===== src/rtl/pds_pkg.sv =====
package pds_pkg;
  // Field positions decoded by software; these must not move.
  localparam int CTL_COLLAPSE = 0;
  localparam int CTL_HWSEL    = 1;
  localparam int CTL_HOLD     = 2;
  localparam int CTL_RETAIN   = 11;
  localparam int CTL_WAIT_LSB = 12;
  localparam int CTL_PWRON    = 31;
  localparam int ST_DN_DONE   = 15;
  localparam int ST_UP_DONE   = 16;

  // Number of sequencing steps in each direction.
  localparam int NSTEPS = 5;

  typedef enum logic [1:0] {PH_OFF, PH_DN, PH_UP, PH_ON} phase_t;

  typedef struct packed {
    logic sw_en;
    logic clamp;
    logic rst;
    logic clk_en;
    logic retain;
  } dom_ctl_t;

  localparam dom_ctl_t DOM_OFF = '{1'b0, 1'b1, 1'b1, 1'b0, 1'b0};
endpackage


===== src/rtl/pds_rst_sync.sv =====
module pds_rst_sync #(
  parameter int STAGES = 2
) (
  input  logic clk,
  input  logic rst_n,
  output logic rst_sync_n
);
  logic [STAGES-1:0] sr_q;

  always_ff @(posedge clk or negedge rst_n) begin
    if (!rst_n) sr_q <= '0;
    else        sr_q <= {sr_q[STAGES-2:0], 1'b1};
  end

  assign rst_sync_n = sr_q[STAGES-1];
endmodule


===== src/rtl/pds_regs.sv =====
module pds_regs
  import pds_pkg::*;
#(
  parameter int DATA_W   = 32,
  parameter int ADDR_W   = 3,
  parameter int WAIT_W   = 4,
  parameter int WAIT_RST = 2
) (
  input  logic              clk,
  input  logic              rst_n,
  input  logic              we,
  input  logic [ADDR_W-1:0] addr,
  input  logic [DATA_W-1:0] wdata,
  input  logic              pwr_on,
  input  logic              up_done,
  input  logic              dn_done,
  output logic              collapse,
  output logic              hw_sel,
  output logic              hold,
  output logic              retain_cfg,
  output logic [WAIT_W-1:0] wait_val,
  output logic [DATA_W-1:0] rdata
);
  localparam int WIDX_W = ADDR_W - 2;
  localparam logic [WIDX_W-1:0] W_CTL = WIDX_W'(0);
  localparam logic [WIDX_W-1:0] W_ST  = WIDX_W'(1);

  logic [WIDX_W-1:0] word;
  logic              ctl_wr;
  logic              collapse_q, collapse_n;
  logic              hwsel_q, hwsel_n;
  logic              hold_q, hold_n;
  logic              retain_q, retain_n;
  logic [WAIT_W-1:0] wait_q, wait_n;
  logic              unused_bits;

  assign word   = addr[ADDR_W-1:2];
  assign ctl_wr = we && (word == W_CTL);

  always_comb begin
    collapse_n = collapse_q;
    hwsel_n    = hwsel_q;
    hold_n     = hold_q;
    retain_n   = retain_q;
    wait_n     = wait_q;
    if (ctl_wr) begin
      collapse_n = wdata[CTL_COLLAPSE];
      hwsel_n    = wdata[CTL_HWSEL];
      hold_n     = wdata[CTL_HOLD];
      retain_n   = wdata[CTL_RETAIN];
      wait_n     = wdata[CTL_WAIT_LSB +: WAIT_W];
    end
  end

  always_ff @(posedge clk or negedge rst_n) begin
    if (!rst_n) begin
      collapse_q <= 1'b1;
      hwsel_q    <= 1'b0;
      hold_q     <= 1'b0;
      retain_q   <= 1'b0;
      wait_q     <= WAIT_W'(WAIT_RST);
    end else if (ctl_wr) begin
      collapse_q <= collapse_n;
      hwsel_q    <= hwsel_n;
      hold_q     <= hold_n;
      retain_q   <= retain_n;
      wait_q     <= wait_n;
    end
  end

  always_comb begin
    rdata = '0;
    if (word == W_CTL) begin
      rdata[CTL_COLLAPSE]             = collapse_q;
      rdata[CTL_HWSEL]                = hwsel_q;
      rdata[CTL_HOLD]                 = hold_q;
      rdata[CTL_RETAIN]               = retain_q;
      rdata[CTL_WAIT_LSB +: WAIT_W]   = wait_q;
      rdata[CTL_PWRON]                = pwr_on;
    end else if (word == W_ST) begin
      rdata[ST_DN_DONE] = dn_done;
      rdata[ST_UP_DONE] = up_done;
    end
  end

  assign collapse   = collapse_q;
  assign hw_sel     = hwsel_q;
  assign hold       = hold_q;
  assign retain_cfg = retain_q;
  assign wait_val   = wait_q;
  assign unused_bits = ^{addr[1:0], wdata};
endmodule


===== src/rtl/pds_fsm.sv =====
module pds_fsm
  import pds_pkg::*;
#(
  parameter int WAIT_W = 4
) (
  input  logic              clk,
  input  logic              rst_n,
  input  logic              target_off,
  input  logic              hold,
  input  logic              sw_ack,
  input  logic [WAIT_W-1:0] wait_val,
  input  logic              retain_cfg,
  output dom_ctl_t          ctl,
  output phase_t            phase
);
  localparam int STEP_W = $clog2(NSTEPS);
  localparam logic [STEP_W-1:0] LAST_S = STEP_W'(NSTEPS - 1);

  phase_t            phase_q, phase_n;
  logic [STEP_W-1:0] step_q, step_n;
  logic [WAIT_W-1:0] cnt_q, cnt_n;
  dom_ctl_t          ctl_q, ctl_n;
  logic              upd;

  // One step table; power-up walks it from the far end.
  function automatic dom_ctl_t step_apply(input dom_ctl_t cur, input logic down,
                                          input logic [STEP_W-1:0] idx,
                                          input logic ret);
    dom_ctl_t r;
    logic [STEP_W-1:0] k;
    r = cur;
    k = down ? idx : (LAST_S - idx);
    case (k)
      STEP_W'(0): r.clk_en = !down;
      STEP_W'(1): r.clamp  = down;
      STEP_W'(2): r.retain = down & ret;
      STEP_W'(3): r.rst    = down;
      default:    r.sw_en  = !down;
    endcase
    return r;
  endfunction

  always_comb begin
    phase_n = phase_q;
    step_n  = step_q;
    cnt_n   = cnt_q;
    ctl_n   = ctl_q;
    case (phase_q)
      PH_OFF: begin
        if (!hold && !target_off) begin
          phase_n = PH_UP;
          step_n  = '0;
          cnt_n   = wait_val;
          ctl_n   = step_apply(ctl_q, 1'b0, '0, retain_cfg);
        end
      end
      PH_ON: begin
        if (!hold && target_off) begin
          phase_n = PH_DN;
          step_n  = '0;
          cnt_n   = wait_val;
          ctl_n   = step_apply(ctl_q, 1'b1, '0, retain_cfg);
        end
      end
      default: begin
        if (cnt_q != '0) begin
          cnt_n = cnt_q - 1'b1;
        end else if (phase_q == PH_UP && step_q == '0 && !sw_ack) begin
          cnt_n = cnt_q;
        end else if (step_q == LAST_S) begin
          phase_n = (phase_q == PH_UP) ? PH_ON : PH_OFF;
        end else begin
          step_n = step_q + 1'b1;
          cnt_n  = wait_val;
          ctl_n  = step_apply(ctl_q, phase_q == PH_DN, step_q + 1'b1, retain_cfg);
        end
      end
    endcase
  end

  // Clock enable: registers only move when something changes.
  assign upd = (phase_n != phase_q) || (step_n != step_q) ||
               (cnt_n != cnt_q) || (ctl_n != ctl_q);

  always_ff @(posedge clk or negedge rst_n) begin
    if (!rst_n) begin
      phase_q <= PH_OFF;
      step_q  <= '0;
      cnt_q   <= '0;
      ctl_q   <= DOM_OFF;
    end else if (upd) begin
      phase_q <= phase_n;
      step_q  <= step_n;
      cnt_q   <= cnt_n;
      ctl_q   <= ctl_n;
    end
  end

  assign ctl   = ctl_q;
  assign phase = phase_q;
endmodule


===== src/rtl/pwr_collapse_seq.sv =====
module pwr_collapse_seq
  import pds_pkg::*;
#(
  parameter int DATA_W     = 32,
  parameter int ADDR_W     = 3,
  parameter int WAIT_W     = 4,
  parameter int WAIT_RST   = 2,
  parameter int SYNC_STAGES = 2
) (
  input  logic              clk,
  input  logic              rst_n,
  input  logic              reg_we,
  input  logic [ADDR_W-1:0] reg_addr,
  input  logic [DATA_W-1:0] reg_wdata,
  output logic [DATA_W-1:0] reg_rdata,
  input  logic              hw_collapse_req,
  input  logic              sw_ack,
  output logic              pwr_switch_en,
  output logic              clamp_en,
  output logic              domain_rst,
  output logic              clk_en,
  output logic              retain_en
);
  logic              rst_sync_n;
  logic              cfg_collapse, cfg_hwsel, cfg_hold, cfg_retain;
  logic [WAIT_W-1:0] cfg_wait;
  logic              target_off;
  phase_t            fsm_phase;
  dom_ctl_t          dom;
  logic              st_on, st_off;

  pds_rst_sync #(.STAGES(SYNC_STAGES)) u_rst (
    .clk(clk), .rst_n(rst_n), .rst_sync_n(rst_sync_n)
  );

  pds_regs #(
    .DATA_W(DATA_W), .ADDR_W(ADDR_W), .WAIT_W(WAIT_W), .WAIT_RST(WAIT_RST)
  ) u_regs (
    .clk(clk), .rst_n(rst_sync_n),
    .we(reg_we), .addr(reg_addr), .wdata(reg_wdata),
    .pwr_on(st_on), .up_done(st_on), .dn_done(st_off),
    .collapse(cfg_collapse), .hw_sel(cfg_hwsel), .hold(cfg_hold),
    .retain_cfg(cfg_retain), .wait_val(cfg_wait), .rdata(reg_rdata)
  );

  // Owner select: hardware trigger or software collapse bit.
  assign target_off = cfg_hwsel ? hw_collapse_req : cfg_collapse;

  pds_fsm #(.WAIT_W(WAIT_W)) u_fsm (
    .clk(clk), .rst_n(rst_sync_n),
    .target_off(target_off), .hold(cfg_hold), .sw_ack(sw_ack),
    .wait_val(cfg_wait), .retain_cfg(cfg_retain),
    .ctl(dom), .phase(fsm_phase)
  );

  assign st_on  = (fsm_phase == PH_ON);
  assign st_off = (fsm_phase == PH_OFF);

  assign pwr_switch_en = dom.sw_en;
  assign clamp_en      = dom.clamp;
  assign domain_rst    = dom.rst;
  assign clk_en        = dom.clk_en;
  assign retain_en     = dom.retain;
endmodule


===== config.mk =====
export PLATFORM = sky130hd
export DESIGN_NAME = pwr_collapse_seq
export DESIGN_NICKNAME = d
export VERILOG_FILES = /design/src/rtl/pds_pkg.sv /design/src/rtl/pds_rst_sync.sv /design/src/rtl/pds_regs.sv /design/src/rtl/pds_fsm.sv /design/src/rtl/pwr_collapse_seq.sv
export SDC_FILE = /design/constraint.sdc
export NUM_CORES = 1
export LEC_CHECK = 0
export BUFFER_PORTS_ARGS = -buffer_cell sky130_fd_sc_hd__buf_2
export CORE_MARGIN = 2
export CORE_UTILIZATION = 30
export DETAILED_ROUTE_END_ITERATION = 6
export GPL_ROUTABILITY_DRIVEN = 0
export PLACE_DENSITY = 0.59
export REMOVE_ABC_BUFFERS = 1
export SYNTH_ARGS = -nofsm -noshare
export SYNTH_HDL_FRONTEND = slang
export SYNTH_SLANG_ARGS = --single-unit
export TNS_END_PERCENT = 30

===== constraint.sdc =====
create_clock -name clk -period 1.35 [get_ports clk]
set_input_delay 0.2025 -clock clk [delete_from_list [all_inputs] [get_ports clk]]
set_output_delay 0.2025 -clock clk [all_outputs]
set_load 0.01 [all_outputs]

==> impl_metrics.toml <==
[finish]
final_cell_mix = "buf_4, buf_2, conb_1"
drive_above_1_share = 0.500
multi_input_area_sq_um = 1150
mostFrequentLayoutCell = "buf_4"
syn_to_final_growth_pct = 45.5
fillCellCount = 560
ff_latch_area_sq_um = 606
diodes = 0
nNetsFinal = 314

[setup_path]
cp.arrival_ps = 1540
start_kind = "register"
required_ps = 1150
cp_slowest_cell = "dfrtp_1"
r2r_cells = 7
cp.depth = 6
ff2ff_setup_slack_ps = -370
crit_fanout = 5
crit_buf_inv = 4
cp_slowest_stage_delay_ps = 410
path_delay_family = "buffers and inverters"
endpoint_kind = "output pin"
crit_top_cell = "buf_6"
crit_type = "reg2out"
worstPathCellList = "inv_2 > buf_6 > ha_4 > buf_6 > mux2_4 > buf_6"

[clock_tree]
htree_levels = 1
clk_path_buf_depth = 2
numCtsBuffers = 3
cts_tree = "built"
clk_latency_ps = 280
cts.clk_slew.worst_paths_ps = 100
clock-sinks = 24
root_buffer = "clkbuf_8"

[timing]
final-max-slew-violation-count = 0
fin_crit_sh = 1.29
setup_violations = 17
max_freq_ghz = 0.573
rsz0062_at_grt = "yes"
fin_crit_ps = 1750
setup_slack_ps = -395
skew_ps = 2.77
hold_viol = 0

[min_path]
holdPathStages = 2
hold_path.class = "in2reg"

[die]
die_h_um = 80.5
row_count = 27
coreArea_sq_um = 5570
die_w_um = 80.5
io-pin-count = 77
start_util = 0.315
die_area_sq_um = 6480

[power]
p_sw_frac = 0.397
pwr-share-seq = 0.193
power.density_nw_per_um2 = 2200
p_switching_w = 0.00223
p_int_w = 0.00339
total_power_w = 0.00562
pwr-share-comb = 0.689
p_leak_nw = 1.24
pwr-share-clk = 0.118
ir_worst_vdd_uv = 1060

[outcome]
violations = "negative setup slack"
status = "complete, but fails checks"

[grt]
grt_pass1_vias = 1497
overflow = 0
antenna_found_initial = 0
track_usage = 0.140
grt_pass1_wl_mm = 7.09
grt_start_max_net_pins = 23

[synth]
ys_ff_latch = 24
synth_cells = 185
syn_area_per_cell_sq_um = 9.49
yosysWarnings = 0
synth_area_leaders = "dfrtp_1, buf_4, ha_1"
synth_top_area_cell = "dfrtp_1"
yosysSeqAreaShare = 0.345
netlist.area_leader.share = 0.285
syn_area_sq_um = 1760
yosysUniqueCellTypes = 42

[place]
dpl.hpwl_mm = 2.99
place_ws_ps = -456
portBuffers = 28

[route]
wl_per_cell_um = 13.4
postRouteAntennaNets = 0
vias = 1592
wirelength_mm = 4.48
drc = 0
drt_iter0_drc = 42
drt_pass1_iterations = 4
via_per_inst = 4.77

[run]
max_cap_viol_count = 0
[worst reg2reg max path, delay by kind of cell (launching register included)]
kind / cells / cell delay, ps
simple gates: 2 / 550
flops: 1 / 390
buf+inv: 2 / 220
compound gates: 2 / 310
fa+ha+maj: 1 / 190
[power by group through the flow]
stage               registers (W)  clock network, W  logic, W
floorplan                 0.00112                 0   0.00147
global placement          0.00108                 0   0.00281
detailed placement        0.00109                 0   0.00282
CTS                       0.00107          0.000680   0.00330
global route              0.00111          0.000708   0.00418
finish                    0.00108          0.000662   0.00387
[cells in the mapped netlist]
cell type / instances
o211ai_1: 3
mux2i_1: 5
buf_4: 22
nand4_1: 2
or4b_1: 1
a41o_1: 1
xnor2_1: 2
o21a_1: 1
nand2_1: 8
nand2_4: 1
nor2_1: 6
a311oi_1: 1
o21ai_0: 6
a22o_1: 3
nand2b_1: 1
mux2_2: 10
nor3_1: 2
o31ai_1: 1
o311ai_0: 2
a21o_1: 1
conb_1: 2
nor4_1: 2
nor2b_1: 10
a31oi_1: 1
o21ai_4: 1
dfrtp_1: 20
nor3b_4: 1
or4_1: 2
dfstp_2: 4
ha_1: 11
o211a_1: 1
o31a_1: 1
inv_1: 13
and2_1: 2
a211o_1: 4
and3_1: 1
xor2_1: 2
nand3_1: 6
a221oi_1: 4
clkbuf_1: 5
buf_2: 2
a21oi_1: 11
[sequential cells by signal, summed over array words and instances, names as in the netlist]
name               count
u_fsm.step_q           3
u_fsm.ctl              5
u_regs.hw_sel          1
u_regs.retain_cfg      1
u_fsm.cnt_q            4
u_regs.hold            1
u_regs.wait_val        4
u_fsm.phase            2
u_regs.collapse        1
u_rst.sr_q             2
[worst paths after layout]
path                                 from            endpoint
setup / recovery           u_fsm.phase[1]       reg_rdata[15]
hold / removal              reg_wdata[15]  u_regs.wait_val[3]
setup reg to reg           u_fsm.phase[0]        u_fsm.ctl[4]
hold reg to reg             u_rst.sr_q[1]  u_regs.wait_val[3]
max in group asynchronous   u_rst.sr_q[1]        u_fsm.ctl[3]
min in group asynchronous           rst_n       u_rst.sr_q[1]
[per-layer routing]
layer,vias to the layer above,global-route usage,part of all wire
met5,-,0,0
li1,773,-,-
met3,6,0.0247,0.047
met4,0,0.0390,0.014
met1,756,0.177,0.43
met2,57,0.243,0.50
[through the flow]
stage                     area (sq um)  hold WS [ps]  utilization  setup TNS [ps]  instances
after CTS                         2420           148        0.433           -4700        326
final                             2550           151        0.458           -4960        334
after detailed placement          2180         -10.9        0.391           -6150        318
after floorplan                   1640         -93.1            -           -4070        177
after global routing              2550           152        0.458           -6180        334
after global placement            2180         -11.0        0.391           -5610        318
[area by class of cell]
| cell class | instances | share of cell area |
|---|---|---|
| clock buffers | 3 | 0.0162 |
| clock inverters | 1 | 0.0118 |
| inverters | 13 | 0.0191 |
| multi-input cells | 140 | 0.452 |
| flip-flops and latches | 24 | 0.237 |
| well taps | 72 | 0.0353 |
| repair buffers | 81 | 0.229 |
[timing repair]
action / CTS / global route
gates resized for setup: 40 / 14
endpoints found under the hold margin: 2 / 0
endpoints found under the setup margin: 17 / 19
setup buffers: 3 / 8
hold buffers: 1 / 0
pin swaps: 12 / 12
[kinds of logic after synthesis]
family	count (synthesis)	share of synthesized area
xor gates and xnor gates	4	0.0200
and+or+nand+nor	45	0.148
muxes	15	0.0927
AOI/OAI and AO/OA	42	0.173
other	2	0.00428
adders and majority gates	11	0.0784
DFF	24	0.345
buffers and inverters	42	0.138
No activity file was read; power rests on OpenSTA's default activity.
